### src/rtl/misc_status_reg.sv
module misc_status_reg #(
  parameter int VARIANT   = 0,
  parameter int ADDR_W    = 16,
  parameter int DATA_W    = 64,
  parameter int KEEP_BITS = 19,
  parameter int IRQ_BIT   = 0,
  parameter int MSG_BIT   = 3
) (
  input  logic              clk,
  input  logic              rst_n,
  input  logic              bus_valid,
  input  logic              bus_write,
  input  logic [ADDR_W-1:0] bus_addr,
  input  logic [DATA_W-1:0] bus_wdata,
  output logic [DATA_W-1:0] bus_rdata,
  input  logic              raise_msg,
  output logic              irq_out
);
  localparam logic [ADDR_W-1:0] BASE     = (VARIANT == 0) ? ADDR_W'(16'h4020) : ADDR_W'(16'h6080);
  localparam logic [ADDR_W-1:0] MASK_ADR = BASE + ADDR_W'(1);
  localparam logic [ADDR_W-1:0] OR_ADR   = BASE + ADDR_W'(2);
  localparam int IRQ_POS = DATA_W - 1 - IRQ_BIT;
  localparam int MSG_POS = DATA_W - 1 - MSG_BIT;
  localparam logic [DATA_W-1:0] KEEP_MASK  = ~({DATA_W{1'b1}} >> KEEP_BITS);
  localparam logic [DATA_W-1:0] RAISE_BITS = (DATA_W'(1) << IRQ_POS) | (DATA_W'(1) << MSG_POS);

  logic [DATA_W-1:0] stored, wr_val, nxt;
  logic wr;

  assign wr = bus_valid && bus_write;

  always_comb begin
    wr_val = stored;
    if (wr) begin
      if (bus_addr == BASE)          wr_val = bus_wdata;
      else if (bus_addr == OR_ADR)   wr_val = stored | bus_wdata;
      else if (bus_addr == MASK_ADR) wr_val = (VARIANT == 0) ? (stored & bus_wdata) : '0;
    end
    nxt = (raise_msg ? (wr_val | RAISE_BITS) : wr_val) & KEEP_MASK;
  end

  always_ff @(posedge clk) begin
    if (!rst_n) stored <= '0;
    else        stored <= nxt;
  end

  assign bus_rdata = (bus_valid && !bus_write && bus_addr == BASE) ? stored : '0;
  assign irq_out   = stored[IRQ_POS];

  a_r5_kept_bits_only: assert property (@(posedge clk) disable iff (!rst_n)
    (stored & ~KEEP_MASK) == '0);

  a_r7_raise_sets_bits: assert property (@(posedge clk) disable iff (!rst_n)
    raise_msg |=> irq_out && stored[MSG_POS]);

  a_r2_or_alias: assert property (@(posedge clk) disable iff (!rst_n)
    (wr && bus_addr == OR_ADR && !raise_msg) |=> stored == ($past(stored | bus_wdata) & KEEP_MASK));

  a_r9_unmapped_write: assert property (@(posedge clk) disable iff (!rst_n)
    (wr && bus_addr != BASE && bus_addr != MASK_ADR && bus_addr != OR_ADR && !raise_msg) |=> $stable(stored));

  a_r6_irq_level: assert property (@(posedge clk) disable iff (!rst_n)
    $rose(irq_out) |-> $past(raise_msg) || $past(wr));

  generate
    if (VARIANT != 0) begin : g_clear
      a_r4_clear_alias: assert property (@(posedge clk) disable iff (!rst_n)
        (wr && bus_addr == MASK_ADR && !raise_msg) |=> stored == '0);
    end else begin : g_and
      a_r3_and_alias: assert property (@(posedge clk) disable iff (!rst_n)
        (wr && bus_addr == MASK_ADR && !raise_msg) |=> stored == ($past(stored & bus_wdata) & KEEP_MASK));
    end
  endgenerate
endmodule

### config.mk
export PLATFORM = sky130hd
export DESIGN_NAME = misc_status_reg
export DESIGN_NICKNAME = d
export VERILOG_FILES = /design/src/rtl/misc_status_reg.sv
export SDC_FILE = /design/constraint.sdc
export NUM_CORES = 1
export LEC_CHECK = 0
export ABC_AREA = 0
export BUFFER_PORTS_ARGS = -buffer_cell sky130_fd_sc_hd__buf_4
export CAP_MARGIN = 20
export CORE_ASPECT_RATIO = 1.75
export CORE_MARGIN = 2
export CORE_UTILIZATION = 38
export CTS_CLUSTER_SIZE = 16
export DETAILED_ROUTE_END_ITERATION = 7
export GPL_TIMING_DRIVEN = 0
export HOLD_SLACK_MARGIN = 0.08
export PLACE_DENSITY = 0.85
export SYNTH_ARGS = -nofsm -noshare
export SYNTH_HDL_FRONTEND = slang
export SYNTH_SLANG_ARGS = --single-unit
### constraint.sdc
create_clock -name clk -period 3.35 [get_ports clk]
set_input_delay 0.1675 -clock clk [delete_from_list [all_inputs] [get_ports clk]]
set_output_delay 0.1675 -clock clk [all_outputs]
set_load 0.02 [all_outputs]
==> results of run 1 <==
## final cells by class
class	count	share of cell area [%]
repair buffers	59	20.5
clock inverters	1	0.231
multi-input cells	159	38.6
flip-flops and latches	19	17.6
inverters	2	0.347
clock buffers	3	1.91
well taps	46	2.66
plain buffers	54	18.2
## routing by layer
layer / vias to the layer above / track usage [%] / share of wire [%]
met4: 0 / 4.91 / 1.2
met5: - / 0 / 0
li1: 764 / - / -
met3: 4 / 2.96 / 8.9
met1: 612 / 15.5 / 37
met2: 65 / 30.7 / 53
## worst paths after layout
| kind | end | slack (ps) | cells after the start | from |
|---|---|---|---|---|
| worst max-delay path | bus_rdata[58] | 1560 | 7 | bus_addr[3] |
| worst min-delay path | stored[60]$_SDFFE_PN0P_ | 270 | 4 | raise_msg |
| worst max register to register | stored[63]$_SDFFE_PN0P_ | 2440 | 3 | stored[63]$_SDFFE_PN0P_ |
| worst min register to register | stored[62]$_SDFFE_PN0P_ | 480 | 1 | stored[62]$_SDFFE_PN0P_ |
## report_power, final
group / internal (uW) / switching, uW
logic: 82.0 / 85.5
clock network: 82.5 / 75.3
registers: 228 / 2.93
## cell families (layout without fill, tap and decap cells)
kind of cell / count (synthesis) / count (layout) / synth area share [%]
AOI/OAI and AO/OA: 59 / 59 / 24.1
buffers and inverters: 56 / 119 / 27.6
DFF: 19 / 19 / 26.2
other: 1 / 45 / 0.258
and+or+nand+nor: 55 / 55 / 21.8
## through the flow
step | std cells | area (um^2) | hold WS, ps | util [%]
detailed placement | 339 | 2120 | 464 | 58.4
global placement | 339 | 2120 | 454 | 58.4
finish | 343 | 2160 | 268 | 59.7
global route | 343 | 2160 | 301 | 59.7
floorplan | 234 | 1620 | 404 | -
CTS | 343 | 2160 | 260 | 59.7
## cell usage in the layout, fill, tap and decap left out, types with 3 or more instances in the layout
cell type  instances
conb_1            45
clkbuf_8           3
nand2_1            4
o21ai_0           21
dfxtp_1           19
nor2_1            17
and2_1            19
buf_4            105
o21a_1            17
a21oi_1           17
nor2b_1            3
## worst register-to-register path: cells and delay by family (launching register included)
family / cells / cell delay (ps)
compound gates: 3 / 460
flops: 1 / 350
==> Implementation_results.wiki, run 1 <==
{| class="wikitable"
! Metric !! Value
|-
| Resize count post-CTS || 0
|-
| Pwr per Cell Area || 257 mW/mm^2
|-
| TritonCTS clock tree || done
|-
| Number of fillers in the final layout || 343
|-
| Largest registers ranked by flip-flop count || stored x19
|-
| Critical-path maximum fanout || 10
|-
| Storage element area || 380 um^2
|-
| Crit share post-route || 53.6%
|-
| Max FFs per register || 19
|-
| # DRC || 0
|-
| Grt ovf || 0
|-
| Max frequency || 0.557 GHz
|-
| Number of core rows || 29
|-
| Sum of buffers and inverters on the critical path || 3
|-
| Total area of multi-input combinational cells || 836 um^2
|-
| Largest stage delay, worst path || 340 ps
|-
| Post-Syn Instances || 190
|-
| CP Data Arrival Time || 1630 ps
|-
| Most used cell along the critical path || buf_4
|-
| Cell with the most instances after synthesis || buf_4
|-
| Horizontal extent of the die || 50.7 um
|-
| Setup ws final || 1560 ps
|-
| Boundary pin count || 150
|-
| Maximum count of clock buffers along a single path || 2
|-
| Count of vias placed by the detailed router || 1445
|-
| Maximum ir drop on the vdd rail || 0.000230 V
|-
| # Post-CTS Setup Buffers || 0
|-
| Share of final-layout standard cells stronger than drive strength 1 || 40.4%
|-
| Floorplan die height || 85.8 um
|-
| Number of nets in the layout || 383
|-
| Total of hold buffers inserted after clock tree synthesis || 0
|-
| Clock H-tree levels || 1
|-
| Clock Sinks || 19
|-
| Placer Congestion || 0.848
|-
| Total power of the final layout || 557 uW
|-
| Routed wirelength normalized by instance count || 9.76 um
|-
| Area growth from synthesis to layout || 49.0%
|-
| Hold/Removal Path Class || in -> reg
|-
| Global-route wire length before repair || 5380 um
|-
| Asr flop ratio synth || 0%
|-
| Largest register by flop count || stored
|-
| Crit path cell chain || buf_4, nor4_2, nand3_1, nor2_2, clkbuf_2, and2_1, buf_4
|-
| Number of flip-flops and latches in the synthesized netlist || 19
|-
| Most area-consuming cells after synthesis || dfxtp_1 26%, buf_4 24%, o21a_1 8.8%
|-
| Final Hold Viols || 0
|-
| Number of buffers inserted during clock tree synthesis || 3
|-
| Required time of the critical path || 3180 ps
|-
| Accumulated negative setup slack || 0 ps
|-
| Global router's overall resource usage || 15.5%
|-
| Number of DRC markers in iteration 0 || 20
|-
| Final HPWL DP || 2780 um
|-
| Count of nets left with antenna violations after detail routing || 0
|-
| Clock-pin transition on the worst setup and hold timing paths || 70 ps
|-
| Total Wirelength || 3350 um
|-
| Kind of start point of the critical path || input port
|-
| Type of destination of the critical path || output port
|-
| Max Slew Vio Count || 0
|-
| Mean instance size in the synthesized netlist || 7.65 um^2
|-
| Maximum number of pins on one net before global-route repair || 12
|-
| Clock period minus worst slack || 1790 ps
|-
| IO buf count || 59
|-
| Master cell of the clock root buffer || clkbuf_8
|-
| Library cell with the largest summed area after synthesis || dfxtp_1
|-
| Cell types with the highest counts after synthesis || 46 x buf_4, 21 x o21ai_0, 19 x and2_1, 19 x dfxtp_1
|-
| Vias/cell || 4.21
|-
| Count of max-cap constraint violations || 0
|-
| Cell type of the slowest stage on the worst timing path || nor2_2
|-
| Total of endpoints with negative setup slack in the final report || 0
|-
| Antenna Cells || 0
|-
| Outcome || completed
|-
| Share of synthesized area occupied by flip-flops and latches || 26.2%
|-
| Via count of the first global-routing pass || 1319
|-
| Fin Clk Skew || 0 ps
|-
| Unrepaired setup endpoints after global routing || no
|-
| Worst setup slack after placement || 1550 ps
|-
| Yosys synthesis warning count || 0
|-
| Summed instance area of the synthesized netlist || 0.00145 mm^2
|-
| Number of antenna violations at the first check in global routing || 0
|-
| Synth unique cells || 28
|-
| Predominant post-synthesis flop cell || dfxtp_1
|-
| Effective utilization at floorplan || 40.0%
|-
| Critical path class || in -> out
|-
| Post-synth EDFFs || 0
|-
| Clock latency on the worst-skew pair || 250 ps
|-
| Area fraction of the dominant cell type after synthesis || 26.2%
|-
| Leakage power || 0.00114 uW
|-
| Top cell family by delay on the critical path || simple AND/OR/NAND/NOR gates
|-
| First drt pass iteration count || 4
|-
| Die footprint || 0.00435 mm^2
|-
| Placeable core area || 0.00363 mm^2
|}
Power figures use the tool's default switching activity.
==> inputs of run 2 (changes only) <==
--- a/config.mk
+++ b/config.mk
@@ -10,12 +10,12 @@
 export CAP_MARGIN = 20
 export CORE_ASPECT_RATIO = 1.75
 export CORE_MARGIN = 2
-export CORE_UTILIZATION = 38
+export CORE_UTILIZATION = 32
 export CTS_CLUSTER_SIZE = 16
 export DETAILED_ROUTE_END_ITERATION = 7
 export GPL_TIMING_DRIVEN = 0
 export HOLD_SLACK_MARGIN = 0.08
-export PLACE_DENSITY = 0.85
+export PLACE_DENSITY = 0.76
 export SYNTH_ARGS = -nofsm -noshare
 export SYNTH_HDL_FRONTEND = slang
 export SYNTH_SLANG_ARGS = --single-unit
==> constraint.sdc (replaced) <==
create_clock -name clk -period 1.6 [get_ports clk]
set_input_delay 0.08 -clock clk [delete_from_list [all_inputs] [get_ports clk]]
set_output_delay 0.08 -clock clk [all_outputs]
set_load 0.02 [all_outputs]
==> Implementation_results.wiki, run 2 (synthesis gave the netlist of run 1 again) <==
{| class="wikitable"
! Metric !! Value
|-
| Number of antenna violations at the first check in global routing || 0 (unchanged)
|-
| Top cell family by delay on the critical path || simple AND/OR/NAND/NOR gates
|-
| Number of core rows || 32 (+10%)
|-
| Count of vias placed by the detailed router || 1481 (+2.5%)
|-
| Type of destination of the critical path || output port
|-
| Largest register by flop count || stored
|-
| # DRC || 0 (unchanged)
|-
| Boundary pin count || 150 (unchanged)
|-
| Pwr per Cell Area || 531 mW/mm^2 (+110%)
|-
| Total Wirelength || 3580 um (+6.8%)
|-
| Fin Clk Skew || 0 ps (unchanged)
|-
| Maximum ir drop on the vdd rail || 0.000552 V (+140%)
|-
| IO buf count || 59 (unchanged)
|-
| Hold/Removal Path Class || in -> reg
|-
| Worst-case register-to-register setup slack || 750 ps (-1690 ps)
|-
| Total of hold buffers inserted after clock tree synthesis || 0 (unchanged)
|-
| Horizontal extent of the die || 54.9 um (+8.3%)
|-
| Number of nets in the layout || 385 (+0.52%)
|-
| Number of DRC markers in iteration 0 || 24 (+20%)
|-
| Layout Utilization || 49.7% (-9.9 points)
|-
| Clock latency on the worst-skew pair || 250 ps (about the same)
|-
| Clock H-tree levels || 1 (unchanged)
|-
| Leakage power || 0.00115 uW (+0.73%)
|-
| Clock period minus worst slack || 1490 ps
|-
| Commonest non-fill, non-tap cell in the layout || buf_4
|-
| Crit path cell chain || buf_4, nor4_2, nand3_1, nor2_4, clkbuf_2, and2_1, buf_4
|-
| Number of fillers in the final layout || 471 (+37%)
|-
| Final Hold Viols || 0 (unchanged)
|-
| Outcome || completed
|-
| Count of max-cap constraint violations || 0 (unchanged)
|-
| Number of buffers inserted during clock tree synthesis || 3 (unchanged)
|-
| Setup ws final || 108 ps (-1450 ps)
|-
| Clock-pin transition on the worst setup and hold timing paths || 70 ps (about the same)
|-
| Largest registers ranked by flip-flop count || stored x19
|-
| Total of endpoints with negative setup slack in the final report || 0 (unchanged)
|-
| Placeable core area || 0.00440 mm^2 (+21%)
|-
| Number of cells in the design after placement || 344 (+1.5%)
|-
| Cell type of the slowest stage on the worst timing path || nor4_2
|-
| Kind of start point of the critical path || input port
|-
| Placer Congestion || 0.725 (-14%)
|-
| Global router's overall resource usage || 14.0% (-1.5 points)
|-
| Max Slew Vio Count || 0 (unchanged)
|-
| Via count of the first global-routing pass || 1264 (-4.2%)
|-
| Antenna Cells || 0 (unchanged)
|-
| Crit share post-route || 93.3%
|-
| Most used cell along the critical path || buf_4
|-
| Effective utilization at floorplan || 33.0% (-7.1 points)
|-
| Grt ovf || 0 (unchanged)
|-
| Required time of the critical path || 1520 ps (-1660 ps)
|-
| Floorplan die height || 93.1 um (+8.6%)
|-
| Worst setup slack after placement || -123 ps (-1670 ps)
|-
| Global-route wire length before repair || 5400 um (+0.37%)
|-
| Critical-path maximum fanout || 10 (unchanged)
|-
| Routed wirelength normalized by instance count || 10.2 um (+4.7%)
|-
| Commonest non-fill, non-tap cells in the layout || 107 x buf_4, 45 x conb_1, 21 x o21ai_0
|-
| Master cell of the clock root buffer || clkbuf_8
|-
| Max frequency || 0.670 GHz
|-
| Number of non-filler instances in the completed layout || 350 (+2.0%)
|-
| CP Data Arrival Time || 1410 ps (-220 ps)
|-
| Vias/cell || 4.23 (+0.44%)
|-
| First drt pass iteration count || 4 (unchanged)
|-
| Critical path class || in -> out
|-
| Maximum number of pins on one net before global-route repair || 11 (-1)
|-
| Sum of buffers and inverters on the critical path || 3 (unchanged)
|-
| Worst hold slack || 168 ps (-99.8 ps)
|-
| TritonCTS clock tree || done
|-
| Final HPWL DP || 2860 um (+3.1%)
|-
| Max FFs per register || 19 (unchanged)
|-
| Clock Sinks || 19 (unchanged)
|-
| Count of nets left with antenna violations after detail routing || 0 (unchanged)
|-
| Maximum count of clock buffers along a single path || 2 (unchanged)
|-
| Largest stage delay, worst path || 320 ps (-20 ps)
|-
| Storage element area || 380 um^2 (unchanged)
|-
| Total area of multi-input combinational cells || 841 um^2 (+0.60%)
|-
| Area growth from synthesis to layout || 50.7%
|-
| Share of final-layout standard cells stronger than drive strength 1 || 40.5% (+0.064 points)
|-
| Die footprint || 0.00512 mm^2 (+18%)
|}
run 2: cell count changes in the layout (fill, tap and decap cells not counted), sizes merged:
cell    previous run  this run
buf              110       112
clkinv             1         0
clkbuf             6         7
run 2: through the flow:
| step | total power (uW) | instance area (um^2) | TNS [ps] |
|---|---|---|---|
| 2_1_floorplan | 737 | 1620 | 0 |
| 3_3_place_gp | 839 | 2120 | -1240 |
| 3_5_place_dp | 843 | 2120 | -1120 |
| 4_1_cts | 1170 | 2170 | 0 |
| 5_1_grt | 1240 | 2190 | -19.4 |
| 6_report | 1160 | 2190 | 0 |
run 2: layout make-up:
| cell class | count | area share [%] |
|---|---|---|
| Multi-Input combinational cell | 159 | 38.4 |
| Timing Repair Buffer | 61 | 20.9 |
| Buffer | 54 | 18.0 |
| Sequential cell | 19 | 17.4 |
| Tap cell | 51 | 2.91 |
| Clock buffer | 4 | 2.06 |
| Inverter | 2 | 0.343 |
run 2: where the power goes:
group	internal (uW)	total (uW)	switching, uW
clock	177	328	152
sequential	479	484	5.50
combinational	172	350	179
total	827	1160	336
run 2: path summary, 6_finish.rpt:
path              cells past startpoint                     from                      end
setup / recovery                      7              bus_addr[3]            bus_rdata[58]
hold / removal                        4                raise_msg  stored[63]$_SDFFE_PN0P_
setup reg to reg                      3  stored[63]$_SDFFE_PN0P_  stored[63]$_SDFFE_PN0P_
hold reg to reg                       1  stored[48]$_SDFFE_PN0P_  stored[48]$_SDFFE_PN0P_
run 2: timing repair:
item / in CTS / in global routing
setup buffers: 0 / 2
pin swaps: 1 / 1
resized for setup: 1 / 0
setup endpoints to repair: 10 / 10
run 2: metal layers:
layer	part of all wire, %	routed length, um	vias to the layer above	track usage (%)
met5	0	0	-	0
met4	1.4	49	0	4.88
met2	51	1820	81	25.5
met3	12	424	5	2.08
li1	-	-	766	-
met1	36	1280	629	15.4
run 2: tightest hold or removal path, cell delays in order:
cell and delay [ps]:
buf_4 70, nand2_1 50, o211ai_1 90, a31o_2 100
==> inputs of run 3 (changes only) <==
--- a/config.mk
+++ b/config.mk
@@ -8,14 +8,16 @@
 export ABC_AREA = 0
 export BUFFER_PORTS_ARGS = -buffer_cell sky130_fd_sc_hd__buf_4
 export CAP_MARGIN = 20
+export CELL_PAD_IN_SITES_DETAIL_PLACEMENT = 0
+export CELL_PAD_IN_SITES_GLOBAL_PLACEMENT = 1
 export CORE_ASPECT_RATIO = 1.75
 export CORE_MARGIN = 2
-export CORE_UTILIZATION = 32
+export CORE_UTILIZATION = 20
 export CTS_CLUSTER_SIZE = 16
 export DETAILED_ROUTE_END_ITERATION = 7
 export GPL_TIMING_DRIVEN = 0
 export HOLD_SLACK_MARGIN = 0.08
-export PLACE_DENSITY = 0.76
+export PLACE_DENSITY = 0.75
 export SYNTH_ARGS = -nofsm -noshare
 export SYNTH_HDL_FRONTEND = slang
 export SYNTH_SLANG_ARGS = --single-unit
==> Implementation_results.wiki, run 3 (synthesis gave the netlist of run 1 again) <==
{| class="wikitable"
! Metric !! Value
|-
| Kind of start point of the critical path || input port
|-
| Final Hold Viols || 0 (unchanged)
|-
| Fin Clk Skew || 0 ps (unchanged)
|-
| Number of DRC markers in iteration 0 || 25 (+4.2%)
|-
| Max Slew Vio Count || 0 (unchanged)
|-
| Maximum count of clock buffers along a single path || 2 (unchanged)
|-
| Die footprint || 0.00799 mm^2 (+56%)
|-
| Met3 wire length || 383 um (-9.7%)
|-
| Number of non-filler instances in the completed layout || 384 (+9.7%)
|-
| Antenna Cells || 0 (unchanged)
|-
| Number of core rows || 41 (+28%)
|-
| Uppermost layer routed || met4
|-
| IO buf count || 59 (unchanged)
|-
| Share of final-layout standard cells stronger than drive strength 1 || 40.3% (-0.20 points)
|-
| Largest registers ranked by flip-flop count || stored x19
|-
| Effective utilization at floorplan || 20.4% (-13 points)
|-
| Global-route wire length before repair || 6180 um (+14%)
|-
| Master cell of the clock root buffer || clkbuf_16
|-
| Commonest non-fill, non-tap cells in the layout || 106 x buf_4, 45 x conb_1, 21 x o21ai_0
|-
| # DRC || 0 (unchanged)
|-
| Maximum number of pins on one net before global-route repair || 11 (unchanged)
|-
| Hold/Removal Path Class || in -> reg
|-
| TritonCTS clock tree || done
|-
| Maximum ir drop on the vdd rail || 0.000225 V (-59%)
|-
| Largest register by flop count || stored
|-
| Number of nets in the layout || 384 (-0.26%)
|-
| Leakage power || 0.00116 uW (+0.87%)
|-
| Total of endpoints with negative setup slack in the final report || 0 (unchanged)
|-
| Number of cells in the design after placement || 379 (+10%)
|-
| Global router's overall resource usage || 10.2% (-3.8 points)
|-
| Required time of the critical path || 1520 ps (about the same)
|-
| Vias/cell || 3.80 (-10%)
|-
| Max FFs per register || 19 (unchanged)
|-
| Placer Congestion || 0.702 (-3.2%)
|-
| Critical-path maximum fanout || 10 (unchanged)
|-
| Area growth from synthesis to layout || 55.6%
|-
| Count of nets left with antenna violations after detail routing || 0 (unchanged)
|-
| Worst hold slack || 197 ps (+28.9 ps)
|-
| Crit share post-route || 89.1% (-4.2 points)
|-
| Critical path class || in -> out
|-
| Clock Sinks || 19 (unchanged)
|-
| Count of max-cap constraint violations || 0 (unchanged)
|-
| Max frequency || 0.701 GHz (+4.7%)
|-
| First drt pass iteration count || 4 (unchanged)
|-
| Floorplan die height || 117 um (+25%)
|-
| Via count of the first global-routing pass || 1348 (+6.6%)
|-
| Boundary pin count || 150 (unchanged)
|-
| Clock-pin transition on the worst setup and hold timing paths || 50 ps (-20 ps)
|-
| Commonest non-fill, non-tap cell in the layout || buf_4
|-
| Placeable core area || 0.00713 mm^2 (+62%)
|-
| Routed wirelength normalized by instance count || 10.2 um (-0.47%)
|-
| Clock H-tree levels || 1 (unchanged)
|-
| Number of buffers inserted during clock tree synthesis || 3 (unchanged)
|-
| Count of vias placed by the detailed router || 1460 (-1.4%)
|-
| Total Wirelength || 3910 um (+9.2%)
|-
| Met2 wirelength from detailed routing || 2090 um (+15%)
|-
| Type of destination of the critical path || output port
|-
| Wire length on met1 || 1410 um (+9.9%)
|-
| Unrepaired setup endpoints after global routing || no
|-
| Outcome || completed
|-
| Final HPWL DP || 3170 um (+11%)
|-
| Pwr per Cell Area || 596 mW/mm^2 (+12%)
|-
| Clock period minus worst slack || 1430 ps (-66.5 ps)
|-
| Grt ovf || 0 (unchanged)
|-
| Horizontal extent of the die || 68.4 um (+25%)
|-
| Number of antenna violations at the first check in global routing || 0 (unchanged)
|-
| CP Data Arrival Time || 1350 ps (-60 ps)
|-
| Clock latency on the worst-skew pair || 250 ps (about the same)
|}
run 3: cell types whose count changed in the layout (fill, tap and decap cells not counted), sizes merged:
cell / before / now
buf: 112 / 111
run 3: worst max-delay path, cell delays in order:
cell and delay (ps):
buf_4 110, nor4_2 320, nand3_1 170, nor2_4 140
clkbuf_2 220, and2_1 160, buf_4 140
run 3: layer usage:
metal	up-vias	GRT usage [%]
li1	771	-
met1	623	11.3
met2	64	19.0
met3	2	2.02
met4	0	2.40
met5	-	0
run 3: repair_timing:
item / CTS / global route
hold buffers: 0 / 0
setup buffers: 1 / 0
hold endpoints to repair: 0 / 0
endpoints found under the setup margin: 10 / 0
resized for setup: 1 / 0
run 3: final cells by class:
class	instances	area [um^2]
plain buffers	54	394
clock buffers	4	78.8
fillers	779	4870
inverters	2	7.51
multi-input cells	159	841
flip-flops and latches	19	380
well taps	86	108
repair buffers	60	450
run 3: metrics by stage:
| stage | worst slack (ps) | power, uW | cell area [um^2] | setup TNS, ps | util [%] |
|---|---|---|---|---|---|
| 5_1_grt | 31.0 | 1440 | 2260 | 0 | 31.7 |
| 2_1_floorplan | 418 | 737 | 1620 | 0 | - |
| 6_report | 174 | 1350 | 2260 | 0 | 31.7 |
| 4_1_cts | 132 | 1380 | 2260 | 0 | 31.7 |
| 3_3_place_gp | -148 | 841 | 2170 | -1360 | 30.4 |
| 3_5_place_dp | -150 | 846 | 2170 | -1380 | 30.4 |
run 3: worst paths after layout:
path	from	to	slack (ps)	cells after the start
hold / removal	raise_msg	stored[60]$_SDFFE_PN0P_	200	4
setup reg to reg	stored[63]$_SDFFE_PN0P_	stored[63]$_SDFFE_PN0P_	700	3
hold reg to reg	stored[45]$_SDFFE_PN0P_	stored[45]$_SDFFE_PN0P_	470	1
setup / recovery	bus_addr[8]	bus_rdata[57]	170	7
run 3: where the power goes:
part / switching (uW) / internal (uW) / leakage [uW] / total (uW)
logic: 180 / 172 / 0.000968 / 351
registers: 6.12 / 479 / 0.000154 / 485
clock network: 172 / 339 / 0.0000382 / 511
